$ cat config.mk
export PLATFORM = sky130hd
export DESIGN_NAME = clk_sel_ctrl
export DESIGN_NICKNAME = d
export VERILOG_FILES = /design/src/rtl/clk_sel_pkg.sv /design/src/rtl/clk_sel_regs.sv /design/src/rtl/clk_sel_wdog.sv /design/src/rtl/clk_sel_mux.sv /design/src/rtl/clk_sel_ctrl.sv
export SDC_FILE = /design/constraint.sdc
export NUM_CORES = 1
export LEC_CHECK = 0
export BUFFER_PORTS_ARGS = -buffer_cell sky130_fd_sc_hd__clkbuf_2
export CORE_ASPECT_RATIO = 0.6
export CORE_MARGIN = 1
export CORE_UTILIZATION = 50
export DETAILED_ROUTE_END_ITERATION = 8
export GPL_ROUTABILITY_DRIVEN = 0
export PLACE_DENSITY = 0.69
export SETUP_SLACK_MARGIN = 0.05
export SLEW_MARGIN = 10
export SYNTH_ARGS = -nofsm -noshare
export SYNTH_HDL_FRONTEND = slang
export SYNTH_SLANG_ARGS = --single-unit
$ cat constraint.sdc
create_clock -name clk_i -period 5.7 [get_ports clk_i]
set_input_delay 1.14 -clock clk_i [delete_from_list [all_inputs] [get_ports clk_i]]
set_output_delay 1.14 -clock clk_i [all_outputs]
set_load 0.01 [all_outputs]
$ cat src/rtl/clk_sel_pkg.sv
package clk_sel_pkg;
  localparam int FS_W = 5;
  localparam int N_W  = 8;
  localparam int M_W  = 7;
  localparam int AW   = 3;
  localparam int DW   = 8;

  localparam logic [AW-1:0] A_CTRL  = 3'd0;
  localparam logic [AW-1:0] A_SEL   = 3'd1;
  localparam logic [AW-1:0] A_N     = 3'd2;
  localparam logic [AW-1:0] A_M     = 3'd3;
  localparam logic [AW-1:0] A_RN    = 3'd4;
  localparam logic [AW-1:0] A_RM    = 3'd5;
  localparam logic [AW-1:0] A_LIM   = 3'd6;
  localparam logic [AW-1:0] A_COMIT = 3'd7;

  typedef struct packed {
    logic            prog_en;
    logic            ovr;
    logic            rcv_src;
    logic [FS_W-1:0] sel;
    logic [N_W-1:0]  n;
    logic [M_W-1:0]  m;
    logic [N_W-1:0]  rcv_n;
    logic [M_W-1:0]  rcv_m;
  } cfg_t;

  typedef struct packed {
    logic            prog;
    logic [FS_W-1:0] code;
    logic [N_W-1:0]  n;
    logic [M_W-1:0]  m;
  } pll_sel_t;
endpackage

$ cat src/rtl/clk_sel_regs.sv
module clk_sel_regs
  import clk_sel_pkg::*;
#(
  parameter int LIM_W = 8
) (
  input  logic             clk_i,
  input  logic             rst_ni,
  input  logic             we_i,
  input  logic [AW-1:0]    addr_i,
  input  logic [DW-1:0]    wdata_i,
  output logic [DW-1:0]    rdata_o,
  input  logic [FS_W-1:0]  fs_i,
  input  logic             timeout_i,
  output cfg_t             cfg_o,
  output logic             wd_en_o,
  output logic [LIM_W-1:0] wd_lim_o,
  output logic             sticky_o,
  output logic [FS_W-1:0]  fs_lat_o,
  output logic             strap_ld_o,
  output logic             commit_o
);
  logic lat_done_q;
  logic wr_ctrl;

  assign wr_ctrl  = we_i && (addr_i == A_CTRL);
  assign commit_o = we_i && (addr_i == A_COMIT);

  // one-shot strap capture on first edge after reset
  always_ff @(posedge clk_i or negedge rst_ni) begin
    if (!rst_ni) begin
      lat_done_q <= 1'b0;
      fs_lat_o   <= '0;
      strap_ld_o <= 1'b0;
    end else begin
      strap_ld_o <= !lat_done_q;
      if (!lat_done_q) begin
        lat_done_q <= 1'b1;
        fs_lat_o   <= fs_i;
      end
    end
  end

  always_ff @(posedge clk_i or negedge rst_ni) begin
    if (!rst_ni) begin
      cfg_o    <= '0;
      wd_en_o  <= 1'b0;
      wd_lim_o <= '0;
    end else begin
      if (wr_ctrl) begin
        cfg_o.prog_en <= wdata_i[0];
        cfg_o.ovr     <= wdata_i[1];
        cfg_o.rcv_src <= wdata_i[2];
      end
      if (we_i) begin
        unique case (addr_i)
          A_SEL: cfg_o.sel   <= wdata_i[FS_W-1:0];
          A_N:   cfg_o.n     <= wdata_i[N_W-1:0];
          A_M:   cfg_o.m     <= wdata_i[M_W-1:0];
          A_RN:  cfg_o.rcv_n <= wdata_i[N_W-1:0];
          A_RM:  cfg_o.rcv_m <= wdata_i[M_W-1:0];
          A_LIM: wd_lim_o    <= wdata_i[LIM_W-1:0];
          default: ;
        endcase
      end
      // timeout disarms, overriding a same-cycle write
      if (timeout_i)    wd_en_o <= 1'b0;
      else if (wr_ctrl) wd_en_o <= wdata_i[3];
    end
  end

  always_ff @(posedge clk_i or negedge rst_ni) begin
    if (!rst_ni)                        sticky_o <= 1'b0;
    else if (timeout_i)                 sticky_o <= 1'b1;
    else if (wr_ctrl && wdata_i[4])     sticky_o <= 1'b0;
  end

  always_comb begin
    rdata_o = '0;
    unique case (addr_i)
      A_CTRL:  rdata_o = {3'b000, sticky_o, wd_en_o, cfg_o.rcv_src, cfg_o.ovr, cfg_o.prog_en};
      A_SEL:   rdata_o[FS_W-1:0]  = cfg_o.sel;
      A_N:     rdata_o[N_W-1:0]   = cfg_o.n;
      A_M:     rdata_o[M_W-1:0]   = cfg_o.m;
      A_RN:    rdata_o[N_W-1:0]   = cfg_o.rcv_n;
      A_RM:    rdata_o[M_W-1:0]   = cfg_o.rcv_m;
      A_LIM:   rdata_o[LIM_W-1:0] = wd_lim_o;
      default: rdata_o[FS_W-1:0]  = fs_lat_o;
    endcase
  end

  a_r8_sticky_set: assert property (@(posedge clk_i) disable iff (!rst_ni)
    timeout_i |=> (sticky_o && !wd_en_o));
  a_r2_straps_frozen: assert property (@(posedge clk_i) disable iff (!rst_ni)
    $past(lat_done_q) |-> $stable(fs_lat_o));
endmodule

$ cat src/rtl/clk_sel_wdog.sv
module clk_sel_wdog #(
  parameter int TICK_DIV = 16,
  parameter int RST_LEN  = 16,
  parameter int LIM_W    = 8,
  localparam int PW = (TICK_DIV > 1) ? $clog2(TICK_DIV) : 1,
  localparam int RW = $clog2(RST_LEN + 1)
) (
  input  logic             clk_i,
  input  logic             rst_ni,
  input  logic             en_i,
  input  logic             kick_i,
  input  logic [LIM_W-1:0] lim_i,
  output logic             timeout_o,
  output logic             sys_rst_o
);
  logic [PW-1:0]    pre_q;
  logic [LIM_W-1:0] cnt_q;
  logic [LIM_W-1:0] lim_eff;
  logic [RW-1:0]    rst_cnt_q;
  logic             tick;

  assign lim_eff   = (lim_i == '0) ? LIM_W'(1) : lim_i;
  assign tick      = en_i && !kick_i && (pre_q == PW'(TICK_DIV - 1));
  assign timeout_o = tick && (cnt_q >= lim_eff - LIM_W'(1));

  always_ff @(posedge clk_i or negedge rst_ni) begin
    if (!rst_ni) begin
      pre_q <= '0;
      cnt_q <= '0;
    end else if (!en_i || kick_i || timeout_o) begin
      pre_q <= '0;
      cnt_q <= '0;
    end else if (tick) begin
      pre_q <= '0;
      cnt_q <= cnt_q + LIM_W'(1);
    end else begin
      pre_q <= pre_q + PW'(1);
    end
  end

  always_ff @(posedge clk_i or negedge rst_ni) begin
    if (!rst_ni)             rst_cnt_q <= '0;
    else if (timeout_o)      rst_cnt_q <= RW'(RST_LEN);
    else if (rst_cnt_q != 0) rst_cnt_q <= rst_cnt_q - RW'(1);
  end

  assign sys_rst_o = (rst_cnt_q != '0);

  a_r8_rst_pulse: assert property (@(posedge clk_i) disable iff (!rst_ni)
    timeout_o |=> sys_rst_o);
  a_r7_idle_quiet: assert property (@(posedge clk_i) disable iff (!rst_ni)
    !en_i |-> !timeout_o);
  a_r7_disable_clears: assert property (@(posedge clk_i) disable iff (!rst_ni)
    !en_i |=> (cnt_q == '0));
endmodule

$ cat src/rtl/clk_sel_mux.sv
module clk_sel_mux
  import clk_sel_pkg::*;
(
  input  logic            clk_i,
  input  logic            rst_ni,
  input  cfg_t            cfg_i,
  input  logic [FS_W-1:0] fs_lat_i,
  input  logic            recov_i,
  input  logic            load_i,
  output pll_sel_t        sel_o
);
  pll_sel_t nxt;
  logic [FS_W-1:0] gear;

  assign gear = cfg_i.ovr ? cfg_i.sel : fs_lat_i;

  always_comb begin
    nxt.n = cfg_i.n;
    nxt.m = cfg_i.m;
    if (recov_i && !cfg_i.rcv_src) begin
      nxt.prog = 1'b0;
      nxt.code = fs_lat_i;
    end else if (recov_i) begin
      nxt.prog = 1'b1;
      nxt.code = gear;
      nxt.n    = cfg_i.rcv_n;
      nxt.m    = cfg_i.rcv_m;
    end else begin
      nxt.prog = cfg_i.prog_en;
      nxt.code = gear;
    end
  end

  // single register stage: N and M always move together
  always_ff @(posedge clk_i or negedge rst_ni) begin
    if (!rst_ni)     sel_o <= '0;
    else if (load_i) sel_o <= nxt;
  end

  a_r6_hold: assert property (@(posedge clk_i) disable iff (!rst_ni)
    !load_i |=> $stable(sel_o));
  a_r10_rcv_nm: assert property (@(posedge clk_i) disable iff (!rst_ni)
    (load_i && recov_i && cfg_i.rcv_src) |=> (sel_o.n == $past(cfg_i.rcv_n) && sel_o.prog));
  a_r9_rcv_fs: assert property (@(posedge clk_i) disable iff (!rst_ni)
    (load_i && recov_i && !cfg_i.rcv_src) |=> (!sel_o.prog && sel_o.code == $past(fs_lat_i)));
endmodule

$ cat src/rtl/clk_sel_ctrl.sv
module clk_sel_ctrl
  import clk_sel_pkg::*;
#(
  parameter int TICK_DIV = 16,
  parameter int RST_LEN  = 16,
  parameter int LIM_W    = 8
) (
  input  logic            clk_i,
  input  logic            rst_ni,
  input  logic [4:0]      fs_i,
  input  logic            reg_we_i,
  input  logic [2:0]      reg_addr_i,
  input  logic [7:0]      reg_wdata_i,
  output logic [7:0]      reg_rdata_o,
  input  logic            wd_kick_i,
  output logic            pll_prog_o,
  output logic [4:0]      pll_code_o,
  output logic [7:0]      pll_n_o,
  output logic [6:0]      pll_m_o,
  output logic            sys_rst_o
);
  cfg_t             cfg;
  pll_sel_t         sel;
  logic             wd_en, sticky, strap_ld, commit, timeout;
  logic [LIM_W-1:0] wd_lim;
  logic [FS_W-1:0]  fs_lat;

  clk_sel_regs #(.LIM_W(LIM_W)) u_regs (
    .clk_i, .rst_ni,
    .we_i(reg_we_i), .addr_i(reg_addr_i), .wdata_i(reg_wdata_i), .rdata_o(reg_rdata_o),
    .fs_i, .timeout_i(timeout),
    .cfg_o(cfg), .wd_en_o(wd_en), .wd_lim_o(wd_lim), .sticky_o(sticky),
    .fs_lat_o(fs_lat), .strap_ld_o(strap_ld), .commit_o(commit)
  );

  clk_sel_wdog #(.TICK_DIV(TICK_DIV), .RST_LEN(RST_LEN), .LIM_W(LIM_W)) u_wdog (
    .clk_i, .rst_ni,
    .en_i(wd_en), .kick_i(wd_kick_i), .lim_i(wd_lim),
    .timeout_o(timeout), .sys_rst_o
  );

  clk_sel_mux u_mux (
    .clk_i, .rst_ni,
    .cfg_i(cfg), .fs_lat_i(fs_lat),
    .recov_i(sticky || timeout),
    .load_i(commit || timeout || strap_ld),
    .sel_o(sel)
  );

  assign pll_prog_o = sel.prog;
  assign pll_code_o = sel.code;
  assign pll_n_o    = sel.n;
  assign pll_m_o    = sel.m;

  a_r11_recovery_held: assert property (@(posedge clk_i) disable iff (!rst_ni)
    (commit && sticky && !cfg.rcv_src) |=> !pll_prog_o);
endmodule

==> metrics, run 1 <==
status completed; Worst-path clk slew 60 ps; Sw Ratio 28.28%; Clock Latency Late Sink 340 ps; internal power 1.372 mW; DRT Wirelength 10.95 mm; Iter 0 DRT Violations 311; antenna-violating nets left 0; Yosys top cell area share 47.89%; CP Class register to register; Max Cap Viol 0; Wirelength per Cell 18.87 microns; vias in the first global route 3,312; Tmin final 4291 ps; share of post-route cells with drive strength above 1 35.11%; Post-CTS Setup Repair Bufs 0; Post-Route Skew 2.981 ps; Slew headroom 36.57%; via/cell ratio 5.609; CTS buffer count 9; layout filler cell count 761; first-pass GRT wire length 17.97 mm; largest net degree at the start of global routing 69; CP Launch Type register; core area 9290 sq um; Syn Inst Count 400; period utilization 75.27%; Pins Over Slew Limit 0; R2R Path Start u_regs.wd_lim_o[3]$_DFFE_PN0P_; Final setup viols 0; EDFF count, synth 0; DP Wirelength 7.677 mm; CP Max Fanout 16; CTS resizes 0; placed instance area 5194 sq um; clock network power share 30.6%; Synth Net Count 433; H-tree depth 3; synth top area cells dfrtp_1, mux2_2, mux2_4; flops & latches, synth 93; # DRC 0; CTS Sinks 93; fmax 233.1 MHz; cell taking the most area after synthesis dfrtp_1; VDD IR max 0.1936 mV; static leakage 2.472 nW; most frequent cells in the layout dfrtp_1, mux2_2, clkbuf_2; CTS tree done; Data required, critical path 5930 ps; critical path capture point type register; design area 5475 sq um; # diodes 0; synthesized cell area 4860 sq um; cell count after placement 566; commonest non-fill, non-tap cell in the layout dfrtp_1; Pwr per Cell Area 349.3 nW/um^2; sw power 0.5409 mW; count of cell types in the netlist 60; Ports 50; worst setup path startpoint u_regs.wd_lim_o[3]$_DFFE_PN0P_; flop2flop setup slack 1410 ps; Die W 129.3 microns; Die Footprint 10,130 sq um; clock buffer depth 2; starting density of the core 52.31%; Fin. Hold Viols 0; clk root buf clkbuf_16; number of vias after detailed routing 3,253; actual transition at the worst max-transition pin 946.3 ps; Flop pwr share 46.3%; fin cells 580; Synth Area per Inst 12.15 sq um; synth warn 0; Pre-antenna DRT Iters 4; HP Class register to register; post-synthesis async set-or-reset flop share 100.0%; Synth Flop Type dfrtp_1; Layout area overhead 12.67%; unrepaired setup endpoints after global routing false; hold path startpoint u_wdog.pre_q[0]$_DFF_PN0_; Setup TNS 0 ps; gr ovfl total 0; total global-route track usage 23.92%; # hold bufs at CTS 0; combinational share of power 23.1%; Placement Rows 27; nets 480; Port Buffers 49; antenna violations before repair 0; Crit path arrival time 4520 ps; Die Ht 78.37 microns; register area share after synthesis 47.89%
power by group through the flow:
| stage | clock network (mW) | registers [mW] | logic, mW |
|---|---|---|---|
| finish | 0.585 | 0.885 | 0.443 |
| global route | 0.619 | 0.904 | 0.486 |
| CTS | 0.594 | 0.884 | 0.447 |
| detailed placement | 0 | 0.895 | 0.443 |
| global placement | 0 | 0.890 | 0.433 |
| floorplan | 0 | 0.884 | 0.295 |
sequential cells by signal, indices dropped and copies added (netlist names):
signal / cells
u_mux.sel_o: 21
u_regs.cfg_o: 38
u_regs.fs_lat_o: 5
u_regs.lat_done_q: 1
u_regs.sticky_o: 1
u_regs.strap_ld_o: 1
u_regs.wd_en_o: 1
u_regs.wd_lim_o: 8
u_wdog.cnt_q: 8
u_wdog.pre_q: 4
u_wdog.rst_cnt_q: 5
stage by stage:
stage	power [mW]	util (%)	hold WS, ps	setup WS [ps]
2_1_floorplan	1.179	-	433.1	1880
3_3_place_gp	1.323	55.91	445.0	1525
3_5_place_dp	1.338	55.91	459.1	1451
4_1_cts	1.925	58.94	467.0	1415
5_1_grt	2.009	58.94	497.0	1151
6_report	1.913	58.94	464.9	1409
area by class of cell:
type | count | area [sq um] | share of cell area (%)
inverter | 11 | 41.29 | 0.7541
timing repair buffer | 51 | 262.8 | 4.799
clock inverter | 2 | 35.03 | 0.6399
sequential | 93 | 2327 | 42.50
multi-input combinational | 281 | 2400 | 43.83
clock buffer | 12 | 246.5 | 4.502
tap | 130 | 162.7 | 2.971
per-layer routing:
| metal | global-route usage [%] | vias to the layer above | wire (microns) |
|---|---|---|---|
| li1 | - | 1529 | - |
| met4 | 7.412 | 0 | 99 |
| met5 | 0 | - | 0 |
| met2 | 33.39 | 85 | 4764 |
| met3 | 6.680 | 11 | 670 |
| met1 | 35.61 | 1628 | 5411 |
worst max-delay path, cell delays in order (launching register included):
cell and delay [ps]:
dfrtp_1 450, or4_1 560, or3_1 350, nor2_1 100, nor2_1 60, ha_1 210, nand2b_1 100, nor4_1 60
xnor2_1 140, ha_1 280, nand2_1 60, o21a_1 180, or2_1 320, a31oi_4 610, mux2_2 410, mux2_4 260
Yosys cell counts, drive strengths merged, types with 6 or more instances:
master and instances:
nand2 25, ha 13, xor2 7, o21ai 12
xnor2 8, nor2b 6, clkbuf 8, dfrtp 93
mux2i 6, nor2 30, inv 11, nor3 8
buf 7, a21oi 11, mux2 94
cells by family (layout without fill, tap and decap cells):
kind of cell	count (synthesis)	in the layout	share of synthesized area, %
buffers and inverters	26	76	2.729
flip-flops	93	93	47.89
multiplexers	100	100	24.56
XOR/XNOR	15	15	2.703
other	1	1	0.07717
adder cells (fa/ha/maj)	13	13	3.347
AO/OA/AOI/OAI	56	56	8.677
AND/OR/NAND/NOR	96	96	10.02
worst paths after layout:
path	to	cells after the start
max	u_mux.sel_o[12]$_DFFE_PN0P_	15
min	u_wdog.pre_q[0]$_DFF_PN0_	1
max reg2reg	u_mux.sel_o[12]$_DFFE_PN0P_	15
min reg2reg	u_wdog.pre_q[0]$_DFF_PN0_	1
max in group asynchronous	u_regs.cfg_o[0]$_DFFE_PN0P_	2
min in group asynchronous	u_mux.sel_o[20]$_DFFE_PN0P_	1
No activity file was read; power rests on OpenSTA's default activity.
==> run 2: changes to the inputs <==
--- a/config.mk
+++ b/config.mk
@@ -5,13 +5,14 @@
 export SDC_FILE = /design/constraint.sdc
 export NUM_CORES = 1
 export LEC_CHECK = 0
+export ABC_AREA = 1
 export BUFFER_PORTS_ARGS = -buffer_cell sky130_fd_sc_hd__clkbuf_2
 export CORE_ASPECT_RATIO = 0.6
 export CORE_MARGIN = 1
 export CORE_UTILIZATION = 50
 export DETAILED_ROUTE_END_ITERATION = 8
 export GPL_ROUTABILITY_DRIVEN = 0
-export PLACE_DENSITY = 0.69
+export PLACE_DENSITY = 0.72
 export SETUP_SLACK_MARGIN = 0.05
 export SLEW_MARGIN = 10
 export SYNTH_ARGS = -nofsm -noshare
==> constraint.sdc (replaced) <==
create_clock -name clk_i -period 3.4 [get_ports clk_i]
set_input_delay 0.68 -clock clk_i [delete_from_list [all_inputs] [get_ports clk_i]]
set_output_delay 0.68 -clock clk_i [all_outputs]
set_load 0.01 [all_outputs]
==> metrics, run 2 <==
HP Class input pin to async pin; # hold bufs at CTS 0; actual transition at the worst max-transition pin 728.0 ps; Synth Area in Compound Gates 12.54%; vias in the first global route 3,725; Top reg by flops u_regs.cfg_o; flop2flop setup slack 420 ps; H-tree depth 3; Max Cap Viol 0; clk root buf clkbuf_16; flip-flop and latch area 2327 sq um; CTS buffer count 9; starting density of the core 53.31%; total global-route track usage 25.33%; CP Class register to register; post-synthesis async set-or-reset flop share 100.0%; largest net degree at the start of global routing 43; Total Power 3.308 mW; Data required, critical path 3630 ps; Port Buffers 49; register area share after synthesis 49.52%; Worst-path clk slew 60 ps; synthesized cell area 4700 sq um; static leakage 2.837 nW; Fin. Hold Viols 0; Synth Flop Type dfrtp_1; Die W 127.2 microns; Crit path arrival time 3210 ps; EDFF count, synth 0; Synth Net Count 604; Post-Route Skew 6.169 ps; Post-synth top cells nand2_1, dfrtp_1, inv_1; Pre-antenna DRT Iters 5; status completed; CTS Sinks 93; via/cell ratio 5.467; nets 650; Iter 0 DRT Violations 371; Yosys top cell area share 49.52%; DP Wirelength 8.210 mm; Setup TNS 0 ps; commonest non-fill, non-tap cell in the layout nand2_1; Die Ht 77.10 microns; clock buffer depth 2; most frequent cells in the layout nand2_1, dfrtp_1, inv_1; DRT Wirelength 11.69 mm; CP Launch Type register; Synth Area in Simple Gates 23.88%; multi-input combinational cell area 1992 sq um; antenna violations before repair 0; Pins Over Slew Limit 0; fmax 335.3 MHz; combinational family with the most area after synthesis simple AND/OR/NAND/NOR gates; Pwr per Cell Area 614.0 nW/um^2; VDD IR max 0.2539 mV; fraction of the mapped netlist area in adder cells 3.461%; # diodes 0; mux cell area share after synthesis 0%; count of cell types in the netlist 36; unrepaired setup endpoints after global routing false; r2r endpoint u_mux.sel_o[11]$_DFFE_PN0P_; CTS tree done; Clock Latency Late Sink 350 ps; antenna-violating nets left 0; synth top area cells dfrtp_1, nand2_1, o21ai_0; Slew headroom 51.47%; R2R cell count 20; layout filler cell count 780; critical path's slowest cell dfrtp_1; gr ovfl total 0; Buf/Inv on CP 3; core area 8816 sq um; flops & latches, synth 93; Wirelength per Cell 15.65 microns; Tmin final 2982 ps; first-pass GRT wire length 19.02 mm; cell taking the most area after synthesis dfrtp_1; synth warn 0; period utilization 87.72%; Syn Inst Count 571; Layout area overhead 14.64%; crit path cell chain inv_1 > nand2_1 > nor2_1 > nand2_1 > nand2_1 > inv_1 > ha_1 > nand3_1 > xor2_1 > inv_1 > ha_1 > a21oi_1 > o21a_1 > nand2_2 > nand2_4 > nand2_8 > nand2_4 > nand2_1 > nand3_1 > nand2_1; final hold slack 315.8 ps; top-count cell post-synth nand2_1; xor and xnor area share after synthesis 2.236%; critical path capture point type register; CP top delay family simple AND/OR/NAND/NOR gates; Die Footprint 9803 sq um; max reg flops 38; R2R Path Start u_regs.wd_lim_o[4]$_DFFE_PN0P_; CP Max Fanout 22; Synth Area per Inst 8.230 sq um; Final setup viols 0; # DRC 0; Placement Rows 26; biggest regs u_regs.cfg_o (38), u_mux.sel_o (21); Ports 50; number of vias after detailed routing 4,084; share of post-route cells with drive strength above 1 14.49%; CP max stage delay 400 ps; final core utilization 61.11%; CP most frequent cell nand2_1
[run 2: changes by cell type after synthesis, moves of 9 or more]
cell / change
nand2_1: +137
nand3_1: +39
mux2_2: -65
mux2_4: -20
inv_1: +59
o21ai_0: +42
mux2_1: -9
[run 2: cells by family after synthesis]
family	count (synthesis)
flip-flops	93
buffers and inverters	95
AND/OR/NAND/NOR	256
other	1
adder cells (fa/ha/maj)	13
AO/OA/AOI/OAI	101
XOR/XNOR	12
[run 2: worst max path at each step]
stage | from | endpoint | slack, ps | cells after the start
after detailed placement | u_regs.wd_lim_o[2]$_DFFE_PN0P_ | u_mux.sel_o[11]$_DFFE_PN0P_ | 430 | 20
final | u_regs.wd_lim_o[4]$_DFFE_PN0P_ | u_mux.sel_o[11]$_DFFE_PN0P_ | 420 | 20
after CTS | u_regs.wd_lim_o[4]$_DFFE_PN0P_ | u_mux.sel_o[11]$_DFFE_PN0P_ | 380 | 21
after global placement | u_regs.wd_lim_o[1]$_DFFE_PN0P_ | u_mux.sel_o[11]$_DFFE_PN0P_ | 490 | 18
after floorplan | u_regs.wd_lim_o[2]$_DFFE_PN0P_ | u_mux.sel_o[5]$_DFFE_PN0P_ | 910 | 20
after global routing | u_regs.wd_lim_o[4]$_DFFE_PN0P_ | u_mux.sel_o[1]$_DFFE_PN0P_ | 110 | 19
[run 2: per-stage QoR]
stage | cells | setup slack (ps) | instance area (sq um)
after floorplan | 571 | 910.6 | 4700
after global placement | 732 | 486.3 | 5031
after detailed placement | 732 | 431.9 | 5031
after CTS | 747 | 376.3 | 5379
after global routing | 747 | 112.0 | 5388
final | 747 | 417.5 | 5388
[run 2: final cells by class]
type	count	share of cell area [%]
multi-input combinational	383	36.97
clock buffer	11	4.691
timing repair buffer	52	5.016
tap	126	2.926
sequential	93	43.20
inverter	78	5.434
clock inverter	4	1.765
[run 2: per-layer routing]
metal  global-route usage [%]  up-vias  routed length (microns)
met4                    6.190        0                      143
met3                    7.606       18                     1095
met1                    37.09     1919                     5607
li1                         -     1947                        -
met2                    36.48      200                     4841
met5                        0        -                        0
[run 2: power by group]
part | internal (mW) | total (mW) | switching (mW)
clock | 0.753 | 1.17 | 0.414
combinational | 0.259 | 0.702 | 0.444
sequential | 1.29 | 1.44 | 0.151
total | 2.30 | 3.31 | 1.01
[run 2: timing repair]
action	4_1_cts	5_1_grt
resized for setup	0	1
buffers inserted	0	0
setup endpoints to repair	0	1
